===== src/rtl/sclgen_pkg.sv =====
package sclgen_pkg;
  typedef enum logic [1:0] {
    PH_IDLE = 2'd0,
    PH_LOW  = 2'd1,
    PH_HIGH = 2'd2
  } phase_e;

  typedef struct packed {
    logic clrAll;
    logic enterLow;
    logic enterHigh;
    logic incLow;
    logic incHigh;
  } strobes_t;
endpackage


===== src/rtl/sclgen_dp.sv =====
module sclgen_dp
  import sclgen_pkg::*;
#(
  parameter int CNT_W  = 16,
  parameter int WORD_W = 32
) (
  input  logic              clk,
  input  logic              rstN,
  input  strobes_t          stb,
  input  logic              sclIn,
  input  logic [WORD_W-1:0] rateWord,
  input  logic [WORD_W-1:0] setupWord,
  input  logic [1:0]        speedMode,
  output logic              lowLast,
  output logic              highLast,
  output logic              sdaFire,
  output logic              sdaDone
);
  localparam int LEN_W     = CNT_W + 1;
  localparam int SETUP_LSB = WORD_W - CNT_W;

  logic [CNT_W-1:0] rateField, setupField, hiCnt;
  logic [LEN_W-1:0] period, lowLen, lowCnt, setupLeft;
  logic             stretched;

  assign rateField  = rateWord[CNT_W-1:0];
  assign setupField = setupWord[WORD_W-1:SETUP_LSB];
  assign period     = (rateField == '0) ? LEN_W'(1) : {1'b0, rateField};
  assign lowLen     = (speedMode == 2'd0) ? period : (period << 1);

  assign lowLast  = (lowCnt + LEN_W'(1)) >= lowLen;
  assign highLast = sclIn && (({1'b0, hiCnt} + LEN_W'(1)) == period);
  assign sdaFire  = (setupLeft == '0) && !sdaDone;

  always_ff @(posedge clk) begin
    if (!rstN || stb.clrAll) begin
      lowCnt    <= '0;
      hiCnt     <= '0;
      setupLeft <= '0;
      sdaDone   <= 1'b0;
      stretched <= 1'b0;
    end else begin
      if (stb.enterLow) begin
        lowCnt    <= '0;
        sdaDone   <= 1'b0;
        stretched <= 1'b0;
        setupLeft <= stretched ? ({1'b0, setupField} + LEN_W'(1)) : '0;
      end
      if (stb.incLow) begin
        lowCnt <= lowCnt + LEN_W'(1);
        if (setupLeft != '0) setupLeft <= setupLeft - LEN_W'(1);
        if (sdaFire) sdaDone <= 1'b1;
      end
      if (stb.enterHigh) begin
        hiCnt     <= '0;
        stretched <= 1'b0;
        sdaDone   <= 1'b1;
      end
      if (stb.incHigh) begin
        if (sclIn) hiCnt <= hiCnt + CNT_W'(1);
        else       stretched <= 1'b1;
      end
    end
  end

  assert_sda_prompt_R7: assert property (@(posedge clk) disable iff (!rstN)
    (stb.enterLow && !stretched) |=> sdaFire);
  assert_sda_delayed_R8: assert property (@(posedge clk) disable iff (!rstN)
    (stb.enterLow && stretched) |=> !sdaFire);
  assert_high_frozen_R6: assert property (@(posedge clk) disable iff (!rstN)
    (stb.incHigh && !sclIn) |=> $stable(hiCnt));
  assert_high_counts_R6: assert property (@(posedge clk) disable iff (!rstN)
    (stb.incHigh && sclIn) |=> (hiCnt == $past(hiCnt) + CNT_W'(1)));
endmodule


===== src/rtl/sclgen_ctrl.sv =====
module sclgen_ctrl
  import sclgen_pkg::*;
(
  input  logic     clk,
  input  logic     rstN,
  input  logic     en,
  input  logic     sclIn,
  input  logic     lowLast,
  input  logic     highLast,
  input  logic     sdaFire,
  input  logic     sdaDone,
  output strobes_t stb,
  output logic     sclOut,
  output logic     sclFallTick,
  output logic     sclRiseTick,
  output logic     sdaTick,
  output logic     stretchHold
);
  phase_e phase, phaseNext;
  logic   entry;

  always_comb begin
    stb       = '0;
    phaseNext = phase;
    if (!en) begin
      stb.clrAll = 1'b1;
      phaseNext  = PH_IDLE;
    end else begin
      case (phase)
        PH_IDLE: begin
          stb.enterLow = 1'b1;
          phaseNext    = PH_LOW;
        end
        PH_LOW: begin
          if (lowLast && (sdaDone || sdaFire)) begin
            stb.enterHigh = 1'b1;
            phaseNext     = PH_HIGH;
          end else begin
            stb.incLow = 1'b1;
          end
        end
        PH_HIGH: begin
          if (highLast) begin
            stb.enterLow = 1'b1;
            phaseNext    = PH_LOW;
          end else begin
            stb.incHigh = 1'b1;
          end
        end
        default: phaseNext = PH_IDLE;
      endcase
    end
  end

  always_ff @(posedge clk) begin
    if (!rstN) begin
      phase <= PH_IDLE;
      entry <= 1'b0;
    end else begin
      phase <= phaseNext;
      entry <= (phaseNext != phase) && (phaseNext != PH_IDLE);
    end
  end

  assign sclOut      = (phase != PH_LOW);
  assign sclFallTick = (phase == PH_LOW) && entry;
  assign sclRiseTick = (phase == PH_HIGH) && entry;
  assign sdaTick     = (phase == PH_LOW) && sdaFire;
  assign stretchHold = (phase == PH_HIGH) && !sclIn;

  assert_disable_idles_R10: assert property (@(posedge clk) disable iff (!rstN)
    !en |=> (phase == PH_IDLE) && sclOut);
  assert_hold_keeps_high_R6: assert property (@(posedge clk) disable iff (!rstN)
    ((phase == PH_HIGH) && !sclIn && en) |=> (phase == PH_HIGH));
  assert_fall_tagged_R5: assert property (@(posedge clk) disable iff (!rstN)
    $fell(sclOut) |-> sclFallTick);
endmodule


===== src/rtl/scl_timing_gen.sv =====
module scl_timing_gen
  import sclgen_pkg::*;
#(
  parameter int CNT_W  = 16,
  parameter int WORD_W = 32
) (
  input  logic              clk,
  input  logic              rstN,
  input  logic              en,
  input  logic [WORD_W-1:0] rateWord,
  input  logic [WORD_W-1:0] setupWord,
  input  logic [1:0]        speedMode,
  input  logic              sclIn,
  output logic              sclOut,
  output logic              sclFallTick,
  output logic              sclRiseTick,
  output logic              sdaTick,
  output logic              stretchHold
);
  strobes_t stb;
  logic lowLast, highLast, sdaFire, sdaDone;

  sclgen_ctrl u_ctrl (
    .clk(clk), .rstN(rstN), .en(en), .sclIn(sclIn),
    .lowLast(lowLast), .highLast(highLast), .sdaFire(sdaFire), .sdaDone(sdaDone),
    .stb(stb), .sclOut(sclOut), .sclFallTick(sclFallTick),
    .sclRiseTick(sclRiseTick), .sdaTick(sdaTick), .stretchHold(stretchHold)
  );

  sclgen_dp #(.CNT_W(CNT_W), .WORD_W(WORD_W)) u_dp (
    .clk(clk), .rstN(rstN), .stb(stb), .sclIn(sclIn),
    .rateWord(rateWord), .setupWord(setupWord), .speedMode(speedMode),
    .lowLast(lowLast), .highLast(highLast), .sdaFire(sdaFire), .sdaDone(sdaDone)
  );
endmodule


===== config.mk =====
export PLATFORM = sky130hd
export DESIGN_NAME = scl_timing_gen
export DESIGN_NICKNAME = d
export VERILOG_FILES = /design/src/rtl/sclgen_pkg.sv /design/src/rtl/sclgen_dp.sv /design/src/rtl/sclgen_ctrl.sv /design/src/rtl/scl_timing_gen.sv
export SDC_FILE = /design/constraint.sdc
export NUM_CORES = 1
export LEC_CHECK = 0
export BUFFER_PORTS_ARGS = -buffer_cell sky130_fd_sc_hd__buf_2
export CELL_PAD_IN_SITES_DETAIL_PLACEMENT = 0
export CELL_PAD_IN_SITES_GLOBAL_PLACEMENT = 2
export CORE_ASPECT_RATIO = 1.4
export CORE_MARGIN = 3
export CORE_UTILIZATION = 35
export CTS_CLUSTER_SIZE = 20
export DETAILED_ROUTE_END_ITERATION = 16
export GPL_ROUTABILITY_DRIVEN = 0
export GPL_TIMING_DRIVEN = 0
export PLACE_DENSITY_LB_ADDON = 0.25
export SLEW_MARGIN = 20
export SYNTH_ARGS = -nofsm -noshare
export SYNTH_HDL_FRONTEND = slang
export SYNTH_SLANG_ARGS = --single-unit

===== constraint.sdc =====
create_clock -name clk -period 5.6 [get_ports clk]
set_input_delay 1.12 -clock clk [delete_from_list [all_inputs] [get_ports clk]]
set_output_delay 1.12 -clock clk [all_outputs]
set_load 0.01 [all_outputs]

Yosys cells after proc, flatten, opt, wreduce, memory -nomap -nowiden. Index checks and enable logic that the tools add are counted.

Order comparisons: 1. Muxes and demuxes: 32. Reduce and logical (&&, ||, !) cells: 20. Add/sub/neg operators: 5. Equal/unequal tests: 5.

Operator list (number): $mux W17 (7); $mux W16 (4); $add A16 B1 Y17 const B (2); $add A17 B1 Y17 const B (1); $eq A17 B17 Y1 (1); $ge A17 B17 Y1 (1); $logic_not A17 Y1 (1); $reduce_bool A17 Y1 (1); $sub A17 B1 Y17 const B (1); $add A16 B1 Y16 const B (1); $logic_not A16 Y1 (1); $mux W1 (14); $logic_and A1 B1 Y1 (8); $mux W2 (4); $pmux W2 S3 (1); $logic_not A2 Y1 (2); $mux W4 (1); $reduce_bool A2 Y1 (2); $logic_not A1 Y1 (3); $eq A2 B1 Y1 const B (1); $eq A2 B2 Y1 const B (1); $logic_or A1 B1 Y1 (2); $ne A2 B1 Y1 const B (1); $ne A2 B2 Y1 (1); $pmux W1 S2 (1).

Logic and storage cells: 70. Bits in registers: 55. Output and inout bits: 5.

Logic depth before layout (Yosys ltp).
Depth after elaboration: 12. Mapped depth: 19. Gate-level depth less buffers: 17.

By module. From an unflattened synthesis, not the netlist that was laid out.

Cell total of the unflattened synthesis: 587. Area, all modules: 4473.0 µm².

By module, submodules not included: sclgen_dp (cells an instance 568, instances 1, area each 4279.1 µm²); sclgen_ctrl (cells an instance 19, instances 1, area each 193.9 µm²).

Least setup slack after synthesis. OpenSTA, ideal clock, no wires.

Path kind: in2reg. From: input speedMode[1]. To: register u_dp.lowCnt[6]. Setup slack: 1.633 ns. Arrival time: 3.876 ns. Stages on the path: 14. Buffers on the path: 3. Cell sequence: or2_2 clkbuf_1 buf_1 mux2i_1 ha_1 a21o_1 a21oi_1 o211ai_1 a21boi_0 o21ai_0 a21boi_0 clkbuf_1 o21ai_0 a311oi_1.

Longest elaborated chain between the ends: 8.

Ends and longest elaborated chain: start: declaration (RTL line scl_timing_gen.sv:12) `input logic [1:0] speedMode,`; $logic_not A2 Y1 (*) (RTL line sclgen_dp.sv:29) `assign lowLen = (speedMode == 2'd0) ? period : (period << 1);`; $mux W17 (*) (RTL line sclgen_dp.sv:29); $ge A17 B17 Y1 (*) (RTL line sclgen_dp.sv:31) `assign lowLast = (lowCnt + LEN_W'(1)) >= lowLen;`; $logic_and A1 B1 Y1 (*) (RTL line sclgen_ctrl.sv:35) `if (lowLast && (sdaDone || sdaFire)) begin`; $mux W1 (*) (RTL line sclgen_ctrl.sv:35); $mux W2 (*) (RTL line sclgen_ctrl.sv:29) `case (phase)`; $mux W4 (*) (RTL line sclgen_ctrl.sv:25) `if (!en) begin`; $mux W17 or $reduce_bool A2 Y1 (tied branches); end signal: assignment (RTL line sclgen_dp.sv:50) `lowCnt <= lowCnt + LEN_W'(1);`; end: declaration (RTL line sclgen_dp.sv:23) `logic [LEN_W-1:0] period, lowLen, lowCnt, setupLeft;`.

Mark *: on every way between the ends. The rest lies on a longest branch, timed or not. A chain may end at the register's enable or synchronous reset.

Worst setup path after layout. Same ends and word-level chain as after synthesis.

==> reports/metrics.cfg <==
[worst_setup_path]
cp_cell_sequence=buf_2, or2_2, clkbuf_1, buf_1, mux2i_1, ha_1, a21o_1, a21oi_1, o211ai_1, a21boi_0, o21ai_0, a21boi_0, clkbuf_1, o21ai_0, a311oi_1
crit_path_max_incr_delay_ps=480
cpMaxStageDelayCell=buf_1
r2r-start=u_dp.lowCnt[0]
crit_fanout=10
worst-path-buf-inv=4
cpLargestDelayFamily=compound AO/OA/AOI/OAI gates
worst_ep_arrival_time_ps=4730
required_ps=5810
rrSetupSlack_ps=1160
cp-start-kind=primary input
ff2ff_path_depth=15
timing.rr.end=u_dp.lowCnt[6]
path_class=primary input to register
critPathCaptureType=register

[detailed_routing]
wl_um=13900
drcViolationCount=0
ant_nets=0
drtIter0Drc=220
drt-vias-per-instance=5.81
firstDrtPassIters=5
wl_per_cell_um=18.2
num_vias=4417

[timing]
worst_pin_slew_ps=785
period_minus_slack_ps=4520
hold_viol_final=0
fin_crit_sh_pct=80.7
fmax_ghz=0.221
fin_worst_skew_ps=7.85
rsz0062_at_grt=false
slew_headroom_pct=47.2
fin_ws_ps=1080
drv_slew=0
setup_viol_count_final=0
setup_tns_ps=0

[place]
placed_area_mm2=0.00471
portBuffers=42
pre_cts_ws_ps=711
place_hpwl_um=10900

[pwr]
worst_ir_drop_vdd_mv=0.111
pwr-share-comb_pct=18.3
pwr-share-clk_pct=37.0
switching_power_mw=0.276
powerDensity_mw_per_mm2=185
swShare_pct=30.7
power_mw=0.899
p_int_mw=0.623
power.static_leakage_nw=1.87
seqPwrFrac_pct=44.7

[clock_tree]
cts_tree=built
root_buffer=clkbuf_16
clk_latency_ps=300
clock_sinks=55
hold_buffers=0
clk_pin_slew_ps=80
htreeDepth=2
clockBufferDepth=2
post_cts_resized=0
post-cts-setup-buffers=0
numCtsBuffers=5

[worst_hold_path]
hold_path_class=register to register
holdPathEnd=u_dp.lowCnt[16]
min_path_cells=2
hp-start=u_dp.lowCnt[16]

[yosys]
synth-edff-count=0
synth.cell_area_mm2=0.00431
synthArstFlopShare_pct=0
synth_top_cell_by_area=dfxtp_1
synth_top_area_share_pct=25.5
ys_seq_area_share_pct=25.5
synth_seq_cells=55
synth.net_count=654
synth_ff_type=dfxtp_1
syn_avg_cell_area_um2=7.66
synth_cells=563
synthTopCellsByArea=dfxtp_1, nand3_1, ha_1, xnor2_1, a21oi_1
synth_cell_type_count=65
synth_warnings=0

[global_routing]
antenna_found_initial=0
first_global_vias=4281
grt_pass1_wl_um=22100
track_usage_pct=20.7
grt_overflow_total=0
grt_max_degree=19

[cells_and_area]
final_cell_area_mm2=0.00486
drive_gt1_share_pct=12.7
fill_cells=1294
num_antenna_cells=0
design.final.nets=703
layout_commonest_cell=dfxtp_1
area_delta_synth_final_pct=12.6
final_cell_mix=dfxtp_1, nand3_1, nand2_1, buf_2, nor2_1

[floorplan]
core_region_area_mm2=0.0119
design.die.area_mm2=0.0137
io_pins=75
die_h_um=137
rows=47
initial_core_util_pct=36.1
die_x_um=99.8

[outcome]
status=completed

[flow_run]
cap_violations=0

==> worst reg2reg max path, delay by kind of cell, from the launching register on <==
kind / cells / cell delay [ps]
flops: 1 / 420
buf+inv: 1 / 420
compound gates: 6 / 1450
fa+ha+maj: 2 / 560
xor+xnor: 1 / 250
simple gates: 5 / 1250
==> sequential cells by signal (all words and copies together) (netlist names) <==
name,cells
u_ctrl.phase,2
u_dp.sdaDone,1
u_dp.lowCnt,17
u_dp.hiCnt,16
u_ctrl.entry,1
u_dp.setupLeft,17
u_dp.stretched,1
==> routing by layer <==
layer | global-route usage, % | share of wire, % | wire length [um] | up-vias
met4 | 10.6 | 4.5 | 619 | 0
met3 | 2.48 | 4.0 | 551 | 35
met5 | 0 | 0 | 0 | -
met2 | 36.7 | 50 | 6920 | 109
li1 | - | - | - | 2168
met1 | 24.1 | 42 | 5780 | 2105
==> final cells by class <==
| cell class | instances | area, um^2 | share of cell area, % |
|---|---|---|---|
| clock inverter | 3 | 23.8 | 0.489 |
| timing repair buffer | 42 | 210 | 4.33 |
| clock buffer | 5 | 125 | 2.58 |
| buffer | 30 | 141 | 2.91 |
| tap | 147 | 184 | 3.79 |
| multi-input combinational | 467 | 3030 | 62.4 |
| inverter | 11 | 41.3 | 0.850 |
| sequential | 55 | 1100 | 22.7 |
==> power by group through the flow <==
stage               sequential, mW  combinational (mW)  clock, mW
floorplan                    0.410               0.101          0
global placement             0.411               0.163          0
detailed placement           0.411               0.164          0
CTS                          0.402               0.164      0.343
global route                 0.403               0.181      0.358
finish                       0.402               0.164      0.332
==> Yosys cell counts (12+ instances only) <==
master	n
xnor2_1	30
mux2i_1	17
a21oi_1	39
nand2_1	52
xor2_1	20
clkbuf_1	17
ha_1	21
o21ai_0	36
a31oi_1	12
dfxtp_1	55
nand3_1	53
nor2_1	42
==> logic make-up (layout without fill, tap and decap cells) <==
family                   Yosys count  count (layout)  synth area share [%]
buffers and inverters             41              91                  4.23
XOR/XNOR                          50              50                  10.2
adder cells (fa/ha/maj)           21              21                  6.09
multiplexers                      18              18                  4.21
flip-flops                        55              55                  25.5
AO/OA/AOI/OAI                    148             148                  22.2
AND/OR/NAND/NOR                  230             230                  27.6
==> worst max path at each step <==
stage / endpoint / start / depth (start not counted) / slack, ps
after global placement: u_dp.lowCnt[6] / speedMode[1] / 15 / 720
after floorplan: u_dp.lowCnt[6] / speedMode[1] / 14 / 1630
final: u_dp.lowCnt[6] / speedMode[1] / 15 / 1080
after global routing: u_dp.lowCnt[6] / speedMode[0] / 15 / 600
after CTS: u_dp.lowCnt[6] / speedMode[1] / 15 / 1010
after detailed placement: u_dp.lowCnt[6] / speedMode[1] / 15 / 710
==> metrics by stage <==
stage / util, % / std cells / hold slack [ps]
floorplan: - / 563 / 457
global placement: 39.4 / 752 / 466
detailed placement: 39.4 / 752 / 472
CTS: 40.7 / 760 / 483
global route: 40.7 / 760 / 518
finish: 40.7 / 760 / 483
Power figures use the tool's default switching activity.
